## src/rtl/gud_pkg.sv

```systemverilog
package gud_pkg;
  // direction encoding on count_up
  typedef enum logic {
    GUD_DOWN = 1'b0,
    GUD_UP   = 1'b1
  } gud_dir_e;

  // selects LSB toggle vs. scan toggle: scan when parity differs from
  // what an increment from an even word would need
  function automatic logic gud_use_scan(input logic par, input gud_dir_e dir);
    return par ^ (dir == GUD_DOWN);
  endfunction
endpackage

```

## src/rtl/gud_zero_scan.sv

```systemverilog
// Finds the bit just above the lowest set bit of a Gray word by a
// zero-detect chain rising from bit 0. A lowest set bit at the MSB maps
// onto the MSB itself (wrap).
module gud_zero_scan #(
  parameter int W = 16
) (
  input  logic [W-1:0] word,
  output logic [W-1:0] above_low,
  output logic         all_zero
);
  logic [W:0] clear_below;

  assign clear_below[0] = 1'b1;
  assign above_low[0]   = 1'b0;

  for (genvar i = 0; i < W; i++) begin : g_chain
    assign clear_below[i+1] = clear_below[i] & ~word[i];
  end

  for (genvar i = 1; i < W - 1; i++) begin : g_mid
    assign above_low[i] = word[i-1] & clear_below[i-1];
  end

  assign above_low[W-1] = (word[W-2] & clear_below[W-2]) |
                          (word[W-1] & clear_below[W-1]);
  assign all_zero = clear_below[W];
endmodule

```

## src/rtl/gud_step_select.sv

```systemverilog
// Builds the one-hot toggle mask from parity, direction and scan result.
module gud_step_select
  import gud_pkg::*;
#(
  parameter int W = 16
) (
  input  logic         par,
  input  gud_dir_e     dir,
  input  logic [W-1:0] scan_mask,
  input  logic         word_zero,
  output logic [W-1:0] step_mask,
  output logic         use_scan
);
  localparam logic [W-1:0] LSB_HOT = W'(1);
  localparam logic [W-1:0] MSB_HOT = LSB_HOT << (W - 1);

  always_comb begin
    use_scan = gud_use_scan(par, dir);
    if (!use_scan)
      step_mask = LSB_HOT;
    else if (word_zero)
      step_mask = MSB_HOT;
    else
      step_mask = scan_mask;
  end
endmodule

```

## src/rtl/gud_counter.sv

```systemverilog
module gud_counter
  import gud_pkg::*;
#(
  parameter int W = 16
) (
  input  logic         clk,
  input  logic         rst,
  input  logic         step_en,
  input  logic         count_up,
  output logic [W-1:0] gray_q,
  output logic         parity_q
);
  if (W < 2) begin : g_bad_width
    initial $error("gud_counter: W must be at least 2");
  end

  logic [W-1:0] scan_mask;
  logic         word_zero;
  logic [W-1:0] step_mask;
  logic         use_scan;
  gud_dir_e     dir;

  assign dir = gud_dir_e'(count_up);

  gud_zero_scan #(.W(W)) u_scan (
    .word      (gray_q),
    .above_low (scan_mask),
    .all_zero  (word_zero)
  );

  gud_step_select #(.W(W)) u_sel (
    .par       (parity_q),
    .dir       (dir),
    .scan_mask (scan_mask),
    .word_zero (word_zero),
    .step_mask (step_mask),
    .use_scan  (use_scan)
  );

  always_ff @(posedge clk) begin
    if (rst) begin
      gray_q   <= '0;
      parity_q <= 1'b0;
    end else if (step_en) begin
      gray_q   <= gray_q ^ step_mask;
      parity_q <= ~parity_q;
    end
  end
endmodule

```

## config.mk

```make
export PLATFORM = sky130hd
export DESIGN_NAME = gud_counter
export DESIGN_NICKNAME = d
export VERILOG_FILES = /design/src/rtl/gud_pkg.sv /design/src/rtl/gud_zero_scan.sv /design/src/rtl/gud_step_select.sv /design/src/rtl/gud_counter.sv
export SDC_FILE = /design/constraint.sdc
export NUM_CORES = 1
export LEC_CHECK = 0
export ABC_AREA = 0
export BUFFER_PORTS_ARGS = -buffer_cell sky130_fd_sc_hd__buf_2
export CAP_MARGIN = 10
export CORE_MARGIN = 4
export CORE_UTILIZATION = 51
export DETAILED_ROUTE_END_ITERATION = 8
export GPL_ROUTABILITY_DRIVEN = 0
export GPL_TIMING_DRIVEN = 0
export PLACE_DENSITY_LB_ADDON = 0.1
export REMOVE_ABC_BUFFERS = 1
export SLEW_MARGIN = 25
export SYNTH_ARGS = -nofsm -noshare
export SYNTH_HDL_FRONTEND = slang
export SYNTH_SLANG_ARGS = --single-unit
```

## constraint.sdc

```tcl
create_clock -name clk -period 1.8 [get_ports clk]
set_input_delay 0.09 -clock clk [delete_from_list [all_inputs] [get_ports clk]]
set_output_delay 0.09 -clock clk [all_outputs]
set_load 0.05 [all_outputs]
```

# After elaboration in Yosys (flattened, before gate mapping)
# Index checks and enable logic that the tools add are counted.
word_totals:
  register_bits: 17
  out_inout_bits: 17
  wordCells: 55
op_classes:
  mux: 2
  bitwise_logic: 51
op_table:
  columns: ["cell", "n"]
  rows:
  - ["$mux W16", 2]
  - ["$and A1 B1 Y1", 30]
  - ["$not A1 Y1", 18]
  - ["$xor A16 B16 Y16", 1]
  - ["$or A1 B1 Y1", 1]
  - ["$xor A1 B1 Y1", 1]

# Logic depth before layout (Yosys ltp)
depth:
  word_depth: 20
  mapped_depth: 5
  depth_no_buf: 4

# Cells and area by module
# Synthesis repeated with hierarchy kept, for this count alone.
hier_totals:
  hier_cells: 126
  area_unflattened_um2: 1189.9
by_module_without_submodules:
  columns: ["mod", "instances", "cells_each", "area_per_inst_um2", "seq_area_each_um2"]
  rows:
  - ["gud_counter", 1, 73, 815.8, 340.3]
  - ["gud_zero_scan", 1, 31, 217.7, 0.0]
  - ["gud_step_select", 1, 22, 156.4, 0.0]

# Worst setup path after synthesis
# OpenSTA, ideal clock, no wires.
synth_path:
  kind: "flip-flop to flip-flop"
  start: "register parity_q"
  end: "register gray_q[8]"
  setup_time_ns: 0.121
  t_arrival_ns: 1.767
  required_time_ns: 1.679
  path_slack_ns: -0.088
  stages_incl_launch_ff: 5
  n_path_buf: 0
  synth_period_minus_slack_ns: 1.888
  cell_sequence: "dfxtp_1 -> xnor2_4 -> nand3_2 -> or3b_1 -> mux2_4"
synth_between:
  elab_chain_len: 3
synth_rtl:
  columns: ["element", "line_no", "rtl"]
  rows:
  - ["start: declaration", "gud_counter.sv:11", "output logic parity_q"]
  - ["start signal: assignment", "gud_counter.sv:46", "parity_q <= ~parity_q;"]
  - ["$xor A1 B1 Y1", "gud_pkg.sv:11", "return par ^ (dir == GUD_DOWN);"]
  - ["$mux W16", "gud_step_select.sv:19", "if (!use_scan)"]
  - ["$xor A16 B16 Y16", "gud_counter.sv:45", "gray_q <= gray_q ^ step_mask;"]
  - ["end signal: assignment", "gud_counter.sv:45", null]
  - ["end: declaration", "gud_counter.sv:10", "output logic [W-1:0] gray_q,"]
# Every way passes these cells.
# A chain may end at the register's enable or synchronous reset.

# Worst setup path after layout
layout_path:
  start: "register gray_q[1]"
  end: "register gray_q[8]"
layout_between:
  elab_chain_len: 19
  elab_cells_between_ends: 20
layout_rtl:
  columns: ["element", "line_no", "rtl"]
  rows:
  - ["$not A1 Y1 (*)", "gud_zero_scan.sv:17", "assign clear_below[i+1] = clear_below[i] & ~word[i];"]
  - ["$and A1 B1 Y1 (*) (6 in a row)", "gud_zero_scan.sv:17", null]
  - ["$and A1 B1 Y1 (9 in a row)", "gud_zero_scan.sv:17", null]
  - ["$mux W16 (*)", "gud_step_select.sv:21", "else if (word_zero)"]
  - ["$mux W16 (*)", "gud_step_select.sv:19", null]
  - ["$xor A16 B16 Y16 (*)", "gud_counter.sv:45", null]
# Every way passes the cells marked *; elsewhere a longest branch is shown, timed or not.

==> run_results.csv <==
group,metric,value,unit
outcome,status,"completed",
setup_path,worstPathCellList,"nor4b_4 > nand3_2 > or3b_1 > mux2_4",
yosys,synth-seq-area-share,0.395,
floorplanning,die_w,49.1,um
floorplanning,ios,21,
timing,fin_crit,1.69,ns
global_route,top_usage_layer,"met2",
floorplanning,rows,14,
setup_path,crit_fanout,6,
timing,slew_violations,0,
final_layout,layout_commonest_cell,"buf_2",
detailed_routing,via_count,742,
timing,finalSetupTns,0,ns
place,dpl.hpwl,1.18,mm
final_layout,stdcell_area,1010,um^2
timing,fin_ws,0.109,ns
timing,finalClockSkew,0.00513,ns
cts,cts_made_buffers,3,
global_route,grt_max_degree,22,
global_route,overflow,0,
floorplanning,die_h,49.1,um
cts,clk_pin_slew,0.09,ns
final_layout,instances_no_fill,130,
timing,rsz0062_at_grt,"no",
setup_path,r2r_slack,0.11,ns
global_route,antenna_found_initial,0,
setup_path,cp_slowest_cell,"or3b_1",
hold_path,worstHoldPathType,"in2reg",
setup_path,critPathKind,"reg2reg",
final_layout,area_growth,17.4,%
floorplanning,die_area,2410,um^2
timing,period_share,0.939,
yosys,synthCells,92,
place,place_inst,125,
final_layout,layout_common_cells,"buf_2 (20), dfxtp_1 (15), nor2_1 (14)",
cts,root_buffer,"clkbuf_4",
job,cap_violations,0,
yosys,ys_warn_count,0,
detailed_routing,drtPass1Iterations,4,
global_route,use_met3,0.0275,
final_layout,final_nets,119,
cts,cts_max_level,1,
power_and_ir_drop,leakagePower,0.433,nW
power_and_ir_drop,ir_worst_vdd,493,uV
yosys,yosysUniqueCellTypes,26,
timing,fmaxAchievable,592,MHz
cts,cts_tree,"done",
hold_path,whs_endpoint,"parity_q$_SDFFE_PP0P_",
global_route,grt_pass1_wl,2.75,mm
detailed_routing,antenna_left,0,
global_route,gr-usage-met2,0.259,
final_layout,layout-drive-gt1-share,0.289,
place,placed_area,970,um^2
power_and_ir_drop,power_density,724,nW/um^2
setup_path,rr_endpoint,"gray_q[8]$_SDFFE_PP0P_",
detailed_routing,drtIter0Drc,8,
timing,slew_headroom,0.717,
cts,insertion_delay,0.28,ns
timing,finalHoldViolCount,0,
setup_path,r2r_cells,4,
hold_path,worstHoldPathCells,3,
detailed_routing,wl,1.69,mm
detailed_routing,vias_per_cell,5.71,
timing,setup_violations,0,
cts,clkSinkCount,17,
hold_path,hp-start,"step_en",
setup_path,rr_startpoint,"gray_q[1]$_SDFFE_PP0P_",
setup_path,worstPathRequired,1.98,ns
detailed_routing,remaining_drc_errors,0,
timing,worst_pin_slew,0.420,ns
final_layout,antennaDiodeCount,0,
cts,clockBufferDepth,2,
timing,holdWs,0.121,ns
global_route,grt_pass1_vias,654,
setup_path,critPathCaptureType,"flip-flop",
setup_path,worstPathArrival,1.87,ns
global_route,grt_use_total,0.142,
final_layout,final_util,0.648,
yosys,synth_seq_cells,17,
setup_path,max_stage_delay,0.42,ns
place,io_buffers,20,
place,pre_cts_ws,0.0412,ns
yosys,syn-cell-area,861,um^2
power_and_ir_drop,total_power,732,uW
floorplanning,core,1560,um^2
floorplanning,initial_core_util,0.552,
detailed_routing,wl_per_cell,13.0,um
setup_path,cp-start-kind,"flip-flop",
yosys,avgSynthCellArea,9.36,um^2
global_route,met1_usage,0.160,
sequential cells by signal, summed over array words and instances, names as in the netlist:
signal	count
gray_q	16
parity_q	1
worst max-delay path by stage:
stage,startpoint,slack (ns),depth (start not counted),end
global placement,gray_q[1]$_SDFFE_PP0P_,0.05,4,gray_q[8]$_SDFFE_PP0P_
global route,parity_q$_SDFFE_PP0P_,0.01,4,gray_q[14]$_SDFFE_PP0P_
floorplan,parity_q$_SDFFE_PP0P_,-0.09,4,gray_q[8]$_SDFFE_PP0P_
detailed placement,gray_q[1]$_SDFFE_PP0P_,0.04,4,gray_q[8]$_SDFFE_PP0P_
CTS,gray_q[1]$_SDFFE_PP0P_,0.03,4,gray_q[8]$_SDFFE_PP0P_
finish,gray_q[1]$_SDFFE_PP0P_,0.11,4,gray_q[8]$_SDFFE_PP0P_
logic make-up after synthesis:
logic type	count (synthesis)	share of synthesized area
AND/OR/NAND/NOR	46	0.340
flip-flops	17	0.395
multiplexers	3	0.0436
AO/OA/AOI/OAI	11	0.0814
buffers and inverters	6	0.0262
XOR/XNOR	9	0.113
final cells by class:
cell class,instances,area [um^2]
clock buffer,4,26.3
tap,16,20.0
multi-input combinational,69,503
fill,141,548
timing repair buffer,21,108
sequential,17,343
inverter,3,11.3
routing by layer:
layer	wire, um	up-vias	part of all wire
li1	-	374	-
met1	754	351	0.45
met2	859	15	0.51
met3	57	2	0.034
met4	14	0	0.0083
met5	0	-	0
report_power, final:
group,switching (mW),leakage (nW),internal (mW)
sequential,0.0168,0.138,0.387
clock,0.110,0.0150,0.0860
combinational,0.0865,0.280,0.0466
cell usage after synthesis:
cell      number  area, um^2
nand2b_1       1        6.26
nand3_2        2        20.0
nand3b_1       1        7.51
a21oi_1        5        25.0
mux2_4         1        15.0
nand3_1        3        15.0
xnor2_1        2        17.5
nor3_1         3        15.0
nor2_1        14        52.6
a21o_1         1        7.51
clkbuf_1       3        11.3
nand2_1        3        11.3
nor4b_4        1        23.8
inv_1          3        11.3
mux2_1         2        22.5
xnor2_4        1        27.5
dfxtp_1       17         340
or3b_1         1        8.76
nand4_1        2        12.5
nor2b_1        4        25.0
nor4_1         3        18.8
o31ai_1        5        37.5
nor4_4         1        21.3
xor2_1         6        52.6
or4_1          5        37.5
nand4b_1       2        17.5
worst max-delay path: cells and delay by family, from the launching register on:
kind / cells / cell delay, ns
flip-flops: 1 / 0.41
multiplexers: 1 / 0.30
AND/OR/NAND/NOR: 3 / 0.89
what timing repair did:
item,in CTS,in global routing
resized for setup,0,3
endpoints found under the setup margin,0,2
setup buffers,0,1
hold buffers,0,0
endpoints found under the hold margin,0,0
(Power assumes the default switching activity.)
